## src/rtl/subdiv_pkg.sv

```systemverilog
package subdiv_pkg;
  typedef enum logic [0:0] {
    ST_IDLE = 1'b0,
    ST_RUN  = 1'b1
  } subdiv_state_e;
endpackage

```

## src/rtl/subdiv_rst_sync.sv

```systemverilog
module subdiv_rst_sync #(
  parameter int STAGES = 2
) (
  input  logic clk,
  input  logic rst_n,
  output logic rst_n_sync
);
  logic [STAGES-1:0] chain_q;

  always_ff @(posedge clk or negedge rst_n) begin
    if (!rst_n) chain_q <= '0;
    else        chain_q <= {chain_q[STAGES-2:0], 1'b1};
  end

  assign rst_n_sync = chain_q[STAGES-1];
endmodule

```

## src/rtl/subdiv_ctrl.sv

```systemverilog
module subdiv_ctrl
  import subdiv_pkg::*;
(
  input  logic clk,
  input  logic rst_n,
  input  logic start,
  input  logic dvs_zero,
  input  logic rem_ge,
  output logic accept,
  output logic step,
  output logic fin_ok,
  output logic fin_zero,
  output logic busy
);
  subdiv_state_e state_q, state_d;

  always_comb begin
    accept   = (state_q == ST_IDLE) && start;
    step     = (state_q == ST_RUN) && !dvs_zero && rem_ge;
    fin_ok   = (state_q == ST_RUN) && !dvs_zero && !rem_ge;
    fin_zero = (state_q == ST_RUN) && dvs_zero;
  end

  always_comb begin
    state_d = state_q;
    case (state_q)
      ST_IDLE: if (accept) state_d = ST_RUN;
      ST_RUN:  if (fin_ok || fin_zero) state_d = ST_IDLE;
      default: state_d = ST_IDLE;
    endcase
  end

  always_ff @(posedge clk or negedge rst_n) begin
    if (!rst_n) state_q <= ST_IDLE;
    else        state_q <= state_d;
  end

  assign busy = (state_q == ST_RUN);

  // a zero divisor needs exactly one working cycle
  assert_zero_one_cycle_R7: assert property (@(posedge clk) disable iff (!rst_n)
    fin_zero |=> !busy);
endmodule

```

## src/rtl/subdiv_datapath.sv

```systemverilog
module subdiv_datapath #(
  parameter int W = 7
) (
  input  logic         clk,
  input  logic         rst_n,
  input  logic         accept,
  input  logic         step,
  input  logic         fin_ok,
  input  logic         fin_zero,
  input  logic         busy,
  input  logic [W-1:0] dvd_i,
  input  logic [W-1:0] dvs_i,
  output logic         dvs_zero,
  output logic         rem_ge,
  output logic [W-1:0] quo_o,
  output logic [W-1:0] rem_o,
  output logic         done_o,
  output logic         err_o
);
  localparam int W2 = 2 * W;

  logic [W-1:0] dvd_q, dvs_q, run_q, cnt_q, quo_q, res_q;
  logic [W-1:0] dvd_d, dvs_d, run_d, cnt_d, quo_d, res_d;
  logic         err_q, err_d, done_q, done_d;
  logic         fin;

  assign fin      = fin_ok || fin_zero;
  assign dvs_zero = (dvs_q == '0);
  assign rem_ge   = (run_q >= dvs_q);

  always_comb begin
    dvd_d  = dvd_q;
    dvs_d  = dvs_q;
    run_d  = run_q;
    cnt_d  = cnt_q;
    quo_d  = quo_q;
    res_d  = res_q;
    err_d  = err_q;
    done_d = fin;
    if (accept) begin
      dvd_d = dvd_i;
      dvs_d = dvs_i;
      run_d = dvd_i;
      cnt_d = '0;
    end
    if (step) begin
      run_d = run_q - dvs_q;
      cnt_d = cnt_q + 1'b1;
    end
    if (fin_ok) begin
      quo_d = cnt_q;
      res_d = run_q;
      err_d = 1'b0;
    end
    if (fin_zero) begin
      quo_d = '1;
      res_d = dvd_q;
      err_d = 1'b1;
    end
  end

  always_ff @(posedge clk or negedge rst_n) begin
    if (!rst_n) begin
      dvd_q  <= '0;
      dvs_q  <= '0;
      run_q  <= '0;
      cnt_q  <= '0;
      quo_q  <= '0;
      res_q  <= '0;
      err_q  <= 1'b0;
      done_q <= 1'b0;
    end else begin
      dvd_q  <= dvd_d;
      dvs_q  <= dvs_d;
      run_q  <= run_d;
      cnt_q  <= cnt_d;
      quo_q  <= quo_d;
      res_q  <= res_d;
      err_q  <= err_d;
      done_q <= done_d;
    end
  end

  assign quo_o  = quo_q;
  assign rem_o  = res_q;
  assign done_o = done_q;
  assign err_o  = err_q;

  // the result is exact and the remainder lies below the divisor
  assert_exact_R4: assert property (@(posedge clk) disable iff (!rst_n)
    (done_q && !err_q) |->
      (({{W{1'b0}}, quo_q} * {{W{1'b0}}, dvs_q} + {{W{1'b0}}, res_q}) == W2'({{W{1'b0}}, dvd_q}))
      && (res_q < dvs_q));

  // a zero-divisor result is all ones with the dividend as remainder
  assert_zero_trap_R7: assert property (@(posedge clk) disable iff (!rst_n)
    (done_q && err_q) |-> (quo_q == '1) && (res_q == dvd_q));

  // done lasts a single cycle
  assert_done_pulse_R8: assert property (@(posedge clk) disable iff (!rst_n)
    done_q |=> !done_q);

  // results hold between completions
  assert_hold_R8: assert property (@(posedge clk) disable iff (!rst_n)
    !fin |=> $stable(quo_q) && $stable(res_q) && $stable(err_q));

  // captured operands do not change while running
  assert_busy_stable_R6: assert property (@(posedge clk) disable iff (!rst_n)
    busy |=> $stable(dvs_q) && $stable(dvd_q));

  // the count never wraps
  assert_no_wrap_R9: assert property (@(posedge clk) disable iff (!rst_n)
    step |-> (cnt_q != '1));
endmodule

```

## src/rtl/subdiv_top.sv

```systemverilog
module subdiv_top #(
  parameter int W = 7
) (
  input  logic           clk,
  input  logic           rst_n,
  input  logic           start,
  input  logic [W-1:0]   dvd_i,
  input  logic [W-1:0]   dvs_i,
  output logic [W-1:0]   quo_o,
  output logic [W-1:0]   rem_o,
  output logic [2*W-1:0] word_o,
  output logic           done_o,
  output logic           err_o
);
  logic rst_n_s, accept, step, fin_ok, fin_zero, busy, dvs_zero, rem_ge;

  subdiv_rst_sync #(.STAGES(2)) u_rst (
    .clk(clk), .rst_n(rst_n), .rst_n_sync(rst_n_s)
  );

  subdiv_ctrl u_ctrl (
    .clk(clk), .rst_n(rst_n_s), .start(start), .dvs_zero(dvs_zero),
    .rem_ge(rem_ge), .accept(accept), .step(step), .fin_ok(fin_ok),
    .fin_zero(fin_zero), .busy(busy)
  );

  subdiv_datapath #(.W(W)) u_dp (
    .clk(clk), .rst_n(rst_n_s), .accept(accept), .step(step),
    .fin_ok(fin_ok), .fin_zero(fin_zero), .busy(busy),
    .dvd_i(dvd_i), .dvs_i(dvs_i), .dvs_zero(dvs_zero), .rem_ge(rem_ge),
    .quo_o(quo_o), .rem_o(rem_o), .done_o(done_o), .err_o(err_o)
  );

  assign word_o = {{W{1'b0}}, quo_o};

  // upper half of the word is zero
  assert_word_upper_R5: assert property (@(posedge clk) disable iff (!rst_n_s)
    word_o[2*W-1:W] == '0);
endmodule

```

## config.mk

```make
export PLATFORM = sky130hd
export DESIGN_NAME = subdiv_top
export DESIGN_NICKNAME = d
export VERILOG_FILES = /design/src/rtl/subdiv_pkg.sv /design/src/rtl/subdiv_rst_sync.sv /design/src/rtl/subdiv_ctrl.sv /design/src/rtl/subdiv_datapath.sv /design/src/rtl/subdiv_top.sv
export SDC_FILE = /design/constraint.sdc
export NUM_CORES = 1
export LEC_CHECK = 0
export BUFFER_PORTS_ARGS = -buffer_cell sky130_fd_sc_hd__buf_2
export CORE_ASPECT_RATIO = 1.75
export CORE_MARGIN = 5
export CORE_UTILIZATION = 49
export CTS_CLUSTER_SIZE = 28
export DETAILED_ROUTE_END_ITERATION = 10
export PLACE_DENSITY = 0.84
export SYNTH_ARGS = -nofsm -noshare
export SYNTH_HDL_FRONTEND = slang
export SYNTH_SLANG_ARGS = --single-unit
```

## constraint.sdc

```tcl
create_clock -name clk -period 1.5 [get_ports clk]
set_clock_uncertainty 0.1 [all_clocks]
set_input_delay 0.225 -clock clk [delete_from_list [all_inputs] [get_ports clk]]
set_output_delay 0.225 -clock clk [all_outputs]
set_load 0.02 [all_outputs]
```

---- Word level (Yosys, flattened, before mapping) ----
Cells that the tools add are included.
storage, ports and cells
  flip-flop bits (word level) ............. 47
  input bits .............................. 17
  output and inout bits ................... 30
cells by class
  add/subtract/negate cells ............... 2
  order comparisons ....................... 1
  multiplexer cells ....................... 13
  bitwise gates (word level) .............. 1
  reductions and logical operators ........ 11
operator list
  cell                                                            number
  7-bit 2-to-1 mux                                                8
  7-bit by 1-bit adder with 7-bit output (second input constant)  1
  7-bit greater-or-equal comparator                               1
  7-bit logical NOT                                               1
  7-bit subtractor                                                1
  1-bit logical AND                                               5
  1-bit 2-to-1 mux                                                4
  2-bit nonzero test                                              2
  1-bit logical NOT                                               2
  1-bit case mux with 2 select lines                              1
  1-bit logical OR                                                1
  1-bit NOT                                                       1

---- Depth between registers and ports, before layout ----
Gate-level depths: netlist of run 1.
  depth after elaboration ................. 7
  depth in mapped cells ................... 9
  depth with buffers taken out ............ 9

---- By module ----
A second synthesis of run 1 with hierarchy kept.
unflattened totals
  cells, all modules ...................... 241
  area total of the unflattened synthesis .. 2448.6 µm²
modules (own cells, without submodules)
  module           times used  cells each  area an instance (µm²)  sequential area each (µm²)
  subdiv_datapath  1           217         2224.6                  1101.1
  subdiv_top       1           15          108.9                   0.0
  subdiv_ctrl      1           6           61.3                    25.0
  subdiv_rst_sync  1           3           53.8                    50.0

---- Least setup slack after synthesis of run 1 ----
No wires, ideal clock.
  kind .................................... register -> register
  from .................................... register u_dp.run_q[0]
  to ...................................... register u_dp.cnt_q[5]
  library setup time ...................... 0.126 ns
  arrival time ............................ 2.118 ns
  setup slack ............................. -0.844 ns
  cell stages (with the launch flop) ...... 8
  cells stage by stage .................... dfrtp_1 -> inv_1 -> ha_1 -> nand2b_1 -> a211o_1 -> a211oi_1 -> nor2_2 -> a221o_1
between the ends
  cells in the longest elaborated chain, start to end .. 3
  elaborated cells between the ends (all ways) .. 4
  classes of those cells .................. order compare (1); mux (1); reduce/logical (2)
ends and longest elaborated chain
  what                                                           line                   text
  start: declaration                                             subdiv_datapath.sv:22  logic [W-1:0] dvd_q, dvs_q, run_q, cnt_q, quo_q, res_q;
  start signal: assignment                                       subdiv_datapath.sv:75  run_q <= run_d;
  7-bit greater-or-equal comparator *                            subdiv_datapath.sv:29  assign rem_ge = (run_q >= dvs_q);
  1-bit logical AND *                                            subdiv_ctrl.sv:19      step = (state_q == ST_RUN) && !dvs_zero && rem_ge;
  7-bit 2-to-1 mux / 2-bit nonzero test (equally long branches)  --
  end signal: assignment                                         subdiv_datapath.sv:76  cnt_q <= cnt_d;
  end: declaration                                               subdiv_datapath.sv:22
Mark *: on every way between the ends. The rest lies on a longest branch, timed or not.
A chain may end at the register's enable or synchronous reset.

---- Worst setup path in the final report of run 1 ----
  from .................................... register u_dp.dvs_q[0]
  to ...................................... register u_dp.cnt_q[6]
between the ends
  cells in the longest elaborated chain, start to end .. 5
  elaborated cells between the ends (all ways) .. 7
  classes of those cells .................. order compare (1); mux (1); reduce/logical (5)
ends and longest elaborated chain
  what                                                                       line                   text
  start: declaration                                                         subdiv_datapath.sv:22
  start signal: assignment                                                   subdiv_datapath.sv:74  dvs_q <= dvs_d;
  branches (longest 3 deep; another with 7-bit greater-or-equal comparator)  --
  1-bit logical AND *                                                        subdiv_ctrl.sv:19
  7-bit 2-to-1 mux / 2-bit nonzero test (equally long branches)              --
Every way passes the cells marked *.

==> reports/results.txt, run 1 <==
outcome - finished with violations
failing checks - negative setup slack
CP startpoint kind - register
Yosys Warn Count - 0
IO buf count - 39
Commonest cells post-synth - dfrtp_1, nand2_1, buf_4
max cap viols - 0
WS Path Type - register to register
ANT cells - 0
initial DRC count - 89
mux contribution to synthesized area - 5.13%
CP max stage cell - dfrtp_1
hold endpoint - u_dp.dvs_q[5]
Mapped Cells - 239
Synth Cell Area - 2390 sq um
Final ANT Viol Nets - 0
worst r2r dst - u_dp.cnt_q[6]
clk slew on worst S/H paths - 0.09 ns
Switching Share - 42.4%
Finished Cell Area - 3380 sq um
setup slack, reg-to-reg - -0.71 ns
Switch Pwr - 0.00414 W
initial antenna violation count - 0
Power Dens Cells - 2880 nW/um^2
Worst Path Arrival - 2.30 ns
Area Overhead vs Synth - 41.6%
Clock Path Buffers - 2
met1 GRT Util - 22.5%
num rows - 33
TritonCTS clock tree - done
Tcrit/Tclk final - 147%
Comb pwr share - 65.5%
Sink Count - 47
Routed Wire Length - 6.92 mm
unrepaired setup endpoints after global routing - true
Synth top area share - 49.2%
Final Hold Fails - 0
met3 usage - 4.07%
Post-Synth Simple-Gate Area - 15.8%
PnR worst setup slack - -0.708 ns
pin count of the biggest net entering global routing - 46
Max Fclk - 0.453 GHz
most frequent cell after synthesis - dfrtp_1
number of flops mapped to enable cells by yosys - 0
1st-pass router iterations - 5
sequential share of the synthesized area - 49.2%
Yosys cell types - 47
first-pass GRT wire length - 10.6 mm
vias in the first global route - 2159
main combinational cell family by area after synthesis - compound AO/OA/AOI/OAI gates
Worst R2R Path Depth - 6
Post-Route Setup TNS - -18.63 ns
sequential power share - 23.2%
total grt overflow - 0
Synth Flop Type - dfrtp_1
peak supply drop - 2.16 mV
Hold Path Cell Cnt - 3
Compound-Gate Fraction of Synth Area - 16.1%
Core ar. - 4710 sq um
hold path start - dvs_i[5]
# IOs - 47
busiest grt layer - met2
largest area contributor in the netlist - dfrtp_1
grt met2 use - 38.7%
CP Cell Sequence - ha_4 > nand2b_4 > a211o_4 > a211oi_4 > nor2_2 > a221o_1
final setup vio count - 31
synth top area cells - dfrtp_1, nand2_1, buf_4
Initial Utilization - 50.8%
crit-path max FO - 7
TritonCTS Buffers - 5
leakage power - 1.64 nW
kind of cell adding the most delay to the critical path - compound AO/OA/AOI/OAI gates
DRC viols - 0
final std cells w/o fill - 379
routed len/inst - 18.3 um
Placed Area - 2950 sq um
H-tree levels - 2
Skew-Pair Late Insertion Delay - 0.30 ns
Final Max Tran Viols - 0
aggregate global-route resource usage - 21.8%
vias per cell - 5.67
Yosys reg bits - 47
Min-Delay Path Class - primary input to register
Mean Syn Cell Area - 10.0 sq um
Synth Area in Adders - 5.03%
FF-to-FF Start - u_dp.dvs_q[0]
Fill cells - 318
Worst setup EP type - register
Final #Nets - 352
Pint - 0.00561 W
Critical Path RT - 1.59 ns
routability cong. - 0.919
crit-path max cell delay - 0.45 ns
DP Wirelength - 4.58 mm
Clock Root Buffer - clkbuf_8
Synth Area in XOR/XNOR - 1.10%
die width - 62.8 um
ys async rst share - 100%
Bufs and invs on worst path - 0
layout cells sized above 1 - 46.2%
Clk network pwr share - 11.3%
via count - 2148
die area - 6430 sq um
Cells after DPL - 361
minimum clock period after layout - 2.21 ns
die height - 102 um
state kept, by name, summed over array words and instances, names as in the netlist:
name	count
u_ctrl.busy	1
u_dp.cnt_q	7
u_dp.done_o	1
u_dp.dvd_q	7
u_dp.dvs_q	7
u_dp.err_o	1
u_dp.quo_o	7
u_dp.rem_o	7
u_dp.run_q	7
u_rst.chain_q	2
placed cells by master, fill, tap and decap left out, types with 3 or more instances in the layout:
cell type / Yosys / routed
buf_4: 14 / 50
dfrtp_1: 47 / 45
nand2_1: 42 / 39
buf_2: 0 / 39
o21ai_0: 13 / 10
mux2i_1: 10 / 9
nor2_1: 12 / 9
a21oi_1: 10 / 9
conb_1: 2 / 8
o22a_1: 7 / 7
inv_1: 10 / 6
ha_4: 0 / 6
clkbuf_8: 0 / 5
inv_2: 0 / 4
nor2_2: 1 / 3
a221o_1: 3 / 3
nor3_1: 3 / 3
a31oi_1: 3 / 3
buf_12: 0 / 3
layer usage:
| metal | vias up | routed length, um | share of wire [%] |
|---|---|---|---|
| met2 | 95 | 3610 | 52 |
| met1 | 1039 | 2560 | 37 |
| li1 | 983 | - | - |
| met5 | - | 0 | 0 |
| met4 | 0 | 472 | 6.8 |
| met3 | 31 | 274 | 4.0 |
final cells by class:
type                    instances  area, sq um  share of cell area (%)
repair buffers                 95          663                    19.6
well taps                      52         65.1                    1.92
inverters                      10         37.5                    1.11
multi-input cells             167         1310                    38.6
clock inverters                 2         60.1                    1.77
flip-flops and latches         47         1180                    34.8
clock buffers                   6         72.6                    2.14
worst min-delay path, cell delays in order:
cell and delay (ns):
buf_2 0.07, nand2_1 0.04, o21ai_0 0.05
cell families (layout without fill, tap and decap cells):
kind of cell    after synthesis  count (layout)
fa+ha+maj                     9               9
other cells                   2               8
mux                          12              12
buf+inv                      31             113
compound gates               55              55
simple gates                 80              80
xor+xnor                      3               3
flops                        47              47
worst max-delay path by stage:
| stage | start | endpoint | slack (ns) | cells past startpoint |
|---|---|---|---|---|
| 6_report | u_dp.dvs_q[0] | u_dp.cnt_q[6] | -0.71 | 6 |
| 5_1_grt | u_dp.dvs_q[0] | u_dp.cnt_q[6] | -0.76 | 6 |
| 4_1_cts | u_dp.dvs_q[0] | u_dp.cnt_q[6] | -0.66 | 6 |
| 3_5_place_dp | u_dp.run_q[0] | u_dp.run_q[6] | -0.76 | 9 |
| 3_3_place_gp | u_dp.run_q[0] | u_dp.run_q[6] | -0.71 | 9 |
| 2_1_floorplan | u_dp.dvs_q[5] | u_dp.cnt_q[5] | -0.60 | 5 |
through the flow:
stage	utilization, %	total power [W]	worst slack, ns	hold WS, ns
2_1_floorplan	-	0.00549	-0.599	-0.171
3_3_place_gp	62.7	0.00717	-0.708	-0.0906
3_5_place_dp	62.7	0.00737	-0.761	-0.0899
4_1_cts	69.2	0.00915	-0.661	0.0156
5_1_grt	71.9	0.0104	-0.761	0.0313
6_report	71.9	0.00975	-0.708	0.0143
power by group through the flow:
| stage | sequential [W] | combinational (W) | clock (W) |
|---|---|---|---|
| after detailed placement | 0.00221 | 0.00516 | 0 |
| after floorplan | 0.00246 | 0.00303 | 0 |
| after global placement | 0.00218 | 0.00499 | 0 |
| after global routing | 0.00231 | 0.00687 | 0.00117 |
| final | 0.00226 | 0.00639 | 0.00110 |
| after CTS | 0.00223 | 0.00581 | 0.00111 |
what timing repair did:
| item | 4_1_cts | 5_1_grt |
|---|---|---|
| endpoints found under the setup margin | 31 | 31 |
| buffers inserted | 1 | 9 |
| gates resized for setup | 29 | 17 |
| hold endpoints to repair | 2 | 0 |
| hold buffers | 1 | 0 |
| pin swaps | 5 | 15 |
Note: power is estimated with default switching activity, not from simulation.
==> inputs of run 2 (changes only) <==
--- a/config.mk
+++ b/config.mk
@@ -6,7 +6,7 @@
 export NUM_CORES = 1
 export LEC_CHECK = 0
 export BUFFER_PORTS_ARGS = -buffer_cell sky130_fd_sc_hd__buf_2
-export CORE_ASPECT_RATIO = 1.75
+export CORE_ASPECT_RATIO = 2
 export CORE_MARGIN = 5
 export CORE_UTILIZATION = 49
 export CTS_CLUSTER_SIZE = 28
==> reports/results.txt, run 2 (same netlist as run 1, synthesis figures left out) <==
H-tree levels - 2 (unchanged)
Skew-Pair Late Insertion Delay - 0.32 ns (+0.02 ns)
Core ar. - 4820 sq um (+2.4%)
die height - 109 um (+6.2%)
outcome - finished with violations
crit-path max FO - 7 (unchanged)
TritonCTS Buffers - 5 (unchanged)
Clock Path Buffers - 2 (unchanged)
total grt overflow - 0 (unchanged)
Area Overhead vs Synth - 38.1%
clk slew on worst S/H paths - 0.08 ns (about the same)
Max Fclk - 0.459 GHz (+1.4%)
initial DRC count - 48 (-46%)
DRC viols - 0 (unchanged)
final setup vio count - 31 (unchanged)
worst r2r dst - u_dp.run_q[2]
Placed Area - 2920 sq um (-0.97%)
setup slack, reg-to-reg - -0.68 ns (+0.03 ns)
most frequent cells in the layout - dfrtp_1, buf_4, nand2_1, buf_2
Min-Delay Path Class - primary input to register
Final ANT Viol Nets - 0 (unchanged)
Final Hold Fails - 0 (unchanged)
IO buf count - 39 (unchanged)
initial antenna violation count - 0 (unchanged)
Final Max Tran Viols - 0 (unchanged)
post-layout util - 68.5% (-3.4 points)
aggregate global-route resource usage - 21.9% (+0.13 points)
Worst R2R Path Depth - 6 (unchanged)
CP startpoint kind - register
Finished Cell Area - 3300 sq um (-2.5%)
max cap viols - 0 (unchanged)
1st-pass router iterations - 5 (unchanged)
Sink Count - 47 (unchanged)
num rows - 36 (+9.1%)
Power Dens Cells - 2810 nW/um^2 (-2.7%)
Critical Path RT - 1.61 ns (+0.02 ns)
die area - 6460 sq um (+0.46%)
FF-to-FF Start - u_dp.dvs_q[0]
Design Power - 0.00926 W (-5.1%)
WS Path Type - register to register
# IOs - 47 (unchanged)
leakage power - 1.59 nW (-3.0%)
die width - 59.4 um (-5.4%)
PnR worst setup slack - -0.677 ns (+0.0308 ns)
Worst Path Arrival - 2.29 ns (about the same)
failing checks - negative setup slack
ANT cells - 0 (unchanged)
TritonCTS clock tree - done
Tcrit/Tclk final - 145% (-2.1 points)
first-pass GRT wire length - 10.4 mm (-2.1%)
commonest non-fill, non-tap cell in the layout - dfrtp_1
Initial Utilization - 49.6% (-1.2 points)
vias per cell - 5.52 (-2.6%)
vias in the first global route - 2165 (+0.28%)
Hold Path Cell Cnt - 3 (unchanged)
via count - 2092 (-2.6%)
routability cong. - 0.930 (+1.2%)
Post-Route Setup TNS - -17.19 ns (+1.44 ns)
routed len/inst - 17.2 um (-6.1%)
unrepaired setup endpoints after global routing - true
Clock Root Buffer - clkbuf_8
peak supply drop - 2.04 mV (-5.7%)
layout cells sized above 1 - 44.1% (-2.1 points)
minimum clock period after layout - 2.18 ns (-0.0308 ns)
Final #Nets - 347 (-1.4%)
hold path start - dvs_i[6]
hold endpoint - u_dp.dvs_q[6]
Worst setup EP type - register
DP Wirelength - 4.61 mm (+0.74%)
pin count of the biggest net entering global routing - 46 (unchanged)
hold_ws - 0.00732 ns (-0.00698 ns)
Routed Wire Length - 6.50 mm (-6.1%)
==> run 2: changes by cell type in the layout (fill, tap and decap cells not counted), sizes merged <==
cell,previous run,this run
clkinv,0,1
buf,94,89
bufinv,2,0
clkinvlp,0,1
==> run 2: repair_timing <==
item,in CTS,in global routing
pin swaps,13,13
hold buffers,1,0
resized for setup,24,25
buffers inserted,3,6
setup endpoints to repair,31,31
hold endpoints to repair,2,0
==> run 2: worst max-delay path by stage <==
stage                  startpoint  slack (ns)  cells past startpoint       endpoint
finish              u_dp.dvs_q[0]       -0.68                      6  u_dp.run_q[2]
CTS                 u_dp.dvs_q[0]       -0.67                      6  u_dp.cnt_q[5]
floorplan           u_dp.dvs_q[5]       -0.60                      5  u_dp.cnt_q[5]
global placement    u_dp.dvs_q[0]       -0.69                      6  u_dp.cnt_q[2]
global route        u_dp.run_q[0]       -0.72                      7  u_dp.cnt_q[5]
detailed placement  u_dp.dvs_q[0]       -0.74                      6  u_dp.run_q[0]
==> run 2: where the power goes <==
| part | switching (W) | leakage [nW] | internal (W) | total, W |
|---|---|---|---|---|
| sequential | 0.000409 | 0.578 | 0.00184 | 0.00225 |
| clock | 0.000435 | 0.0412 | 0.000326 | 0.000761 |
| combinational | 0.00320 | 0.968 | 0.00304 | 0.00624 |
| total | 0.00404 | 1.59 | 0.00522 | 0.00926 |
==> run 2: final cells by class <==
class | instances | area, sq um
sequential | 47 | 1180
inverter | 10 | 37.5
multi-input combinational | 167 | 1290
clock buffer | 6 | 72.6
timing repair buffer | 90 | 636
clock inverter | 2 | 12.5
fill | 368 | 1520
tap | 57 | 71.3
==> run 2: worst max-delay path, stage by stage, from the launching register on <==
cell and delay, ns:
dfrtp_1 0.45, ha_4 0.24, nand2b_4 0.13, a211o_4 0.36
a211oi_4 0.36, nor2_4 0.12, a221o_1 0.31
==> run 2: per-layer routing <==
layer / vias up / part of all wire, % / track usage [%]
li1: 972 / - / -
met1: 1001 / 32 / 21.2
met2: 86 / 56 / 40.4
met3: 33 / 5.7 / 4.03
met4: 0 / 6.6 / 13.3
met5: - / 0 / 0
==> run 2: through the flow <==
stage	std cells	setup WS, ns
global placement	363	-0.692
detailed placement	363	-0.738
finish	379	-0.677
floorplan	245	-0.599
CTS	374	-0.667
global route	379	-0.719
==> inputs of run 3 (changes only) <==
--- a/config.mk
+++ b/config.mk
@@ -15,3 +15,4 @@
 export SYNTH_ARGS = -nofsm -noshare
 export SYNTH_HDL_FRONTEND = slang
 export SYNTH_SLANG_ARGS = --single-unit
+export TNS_END_PERCENT = 50
==> reports/results.txt, run 3 (same netlist as run 1, synthesis figures left out) <==
# IOs - 47 (unchanged)
unrepaired setup endpoints after global routing - true
ANT cells - 0 (unchanged)
sequential power share - 25.0% (+0.7 points)
vias per cell - 5.52 (about the same)
layout cells sized above 1 - 41.9% (-2.2 points)
Clk network pwr share - 8.3% (about the same)
Power Dens Cells - 2760 nW/um^2 (-1.5%)
Switch Pwr - 0.00389 W (-3.9%)
IO buf count - 39 (unchanged)
first-pass GRT wire length - 9.85 mm (-4.8%)
most frequent cells in the layout - dfrtp_1, buf_4, nand2_1, buf_2, nor2_1
routability cong. - 0.930 (unchanged)
TritonCTS Buffers - 5 (unchanged)
Tcrit/Tclk final - 147% (+1.5 points)
pre-CTS setup slack - -0.738 ns (unchanged)
Routed Wire Length - 6.30 mm (-3.1%)
initial antenna violation count - 0 (unchanged)
Fill cells - 388 (+5.4%)
CP startpoint kind - register
final setup vio count - 31 (unchanged)
Comb pwr share - 66.6% (-0.8 points)
Pint - 0.00504 W (-3.3%)
via count - 2080 (-0.57%)
DRC viols - 0 (unchanged)
total grt overflow - 0 (unchanged)
Skew-Pair Late Insertion Delay - 0.31 ns (about the same)
initial DRC count - 50 (+4.2%)
TritonCTS clock tree - done
Max Fclk - 0.455 GHz (-1.0%)
routed len/inst - 16.7 um (-2.6%)
Hold Path Cell Cnt - 3 (unchanged)
aggregate global-route resource usage - 20.9% (-1.0 points)
die area - 6460 sq um (unchanged)
Clock Root Buffer - clkbuf_8
PnR worst setup slack - -0.700 ns (-0.0229 ns)
clk slew on worst S/H paths - 0.08 ns (about the same)
Area Overhead vs Synth - 35.2%
Worst Path Arrival - 2.35 ns (+0.06 ns)
vias in the first global route - 2079 (-4.0%)
H-tree levels - 2 (unchanged)
minimum clock period after layout - 2.20 ns (+0.0229 ns)
die height - 109 um (unchanged)
Post-Route Setup TNS - -17.92 ns (-0.737 ns)
Worst setup EP type - register
crit-path max FO - 7 (unchanged)
outcome - finished with violations
Final Max Tran Viols - 0 (unchanged)
1st-pass router iterations - 4 (-1)
Final #Nets - 345 (-0.58%)
pin count of the biggest net entering global routing - 46 (unchanged)
failing checks - negative setup slack
Clock Path Buffers - 2 (unchanged)
Core ar. - 4820 sq um (unchanged)
Initial Utilization - 49.6% (unchanged)
commonest non-fill, non-tap cell in the layout - dfrtp_1
die width - 59.4 um (unchanged)
Final Hold Fails - 0 (unchanged)
num rows - 36 (unchanged)
max cap viols - 0 (unchanged)
Final ANT Viol Nets - 0 (unchanged)
DP Wirelength - 4.61 mm (unchanged)
Critical Path RT - 1.65 ns (+0.04 ns)
Sink Count - 47 (unchanged)
leakage power - 1.57 nW (-0.98%)
Min-Delay Path Class - primary input to register
WS Path Type - register to register
Worst R2R Path Depth - 6 (unchanged)
Switching Share - 43.5% (-0.15 points)
peak supply drop - 1.74 mV (-15%)
-- run 3: changes by cell type in the layout (fill, tap and decap cells not counted), sizes merged --
cell / delta
buf: -2
-- run 3: worst paths after layout --
kind | start | to | slack (ns)
max reg2reg | u_dp.dvs_q[0] | u_dp.run_q[2] | -0.70
max | u_dp.dvs_q[0] | u_dp.run_q[2] | -0.70
min reg2reg | u_rst.chain_q[1] | u_dp.run_q[4] | 0.12
min in group asynchronous | u_rst.chain_q[1] | u_dp.run_q[4] | 0.12
min | dvs_i[4] | u_dp.dvs_q[4] | 0.02
max in group asynchronous | u_rst.chain_q[1] | u_dp.dvs_q[0] | 0.94
-- run 3: timing repair --
action	4_1_cts	5_1_grt
gates resized for setup	15	20
buffers inserted	1	4
hold buffers	1	0
hold endpoints to repair	2	0
endpoints found under the setup margin	31	31
pin swaps	9	5
-- run 3: stage by stage --
step,instance area [sq um],hold slack [ns],util (%),cells,power (W)
2_1_floorplan,2460,-0.171,-,245,0.00549
3_3_place_gp,2920,-0.0906,60.7,363,0.00714
3_5_place_dp,2920,-0.0894,60.7,363,0.00728
4_1_cts,3100,0.0132,64.2,373,0.00838
5_1_grt,3230,0.0264,67.0,377,0.00955
6_report,3230,0.0186,67.0,377,0.00893
-- run 3: routing by layer --
| layer | track usage [%] | share of wire (%) | up-vias |
|---|---|---|---|
| li1 | - | - | 970 |
| met1 | 20.9 | 33 | 1015 |
| met2 | 37.6 | 57 | 71 |
| met3 | 3.55 | 4.8 | 24 |
| met4 | 13.6 | 5.7 | 0 |
| met5 | 0 | 0 | - |
-- run 3: final cells by class --
class | instances | area [sq um] | area share [%]
multi-input cells | 167 | 1250 | 38.7
inverters | 10 | 37.5 | 1.16
clock buffers | 6 | 72.6 | 2.25
well taps | 57 | 71.3 | 2.21
clock inverters | 2 | 12.5 | 0.387
repair buffers | 88 | 606 | 18.7
flip-flops and latches | 47 | 1180 | 36.5
-- run 3: critical path: stages, from the launching register on --
cell	delay, ns
dfrtp_2	0.46
buf_6	0.13
or4_4	0.41
or4_4	0.47
and2_4	0.21
a21oi_4	0.19
a221o_1	0.18
-- run 3: power groups by stage --
stage / combinational [W] / clock (W) / sequential, W
floorplan: 0.00303 / 0 / 0.00246
global placement: 0.00495 / 0 / 0.00220
detailed placement: 0.00507 / 0 / 0.00221
CTS: 0.00542 / 0.000765 / 0.00220
global route: 0.00642 / 0.000824 / 0.00230
finish: 0.00595 / 0.000745 / 0.00223
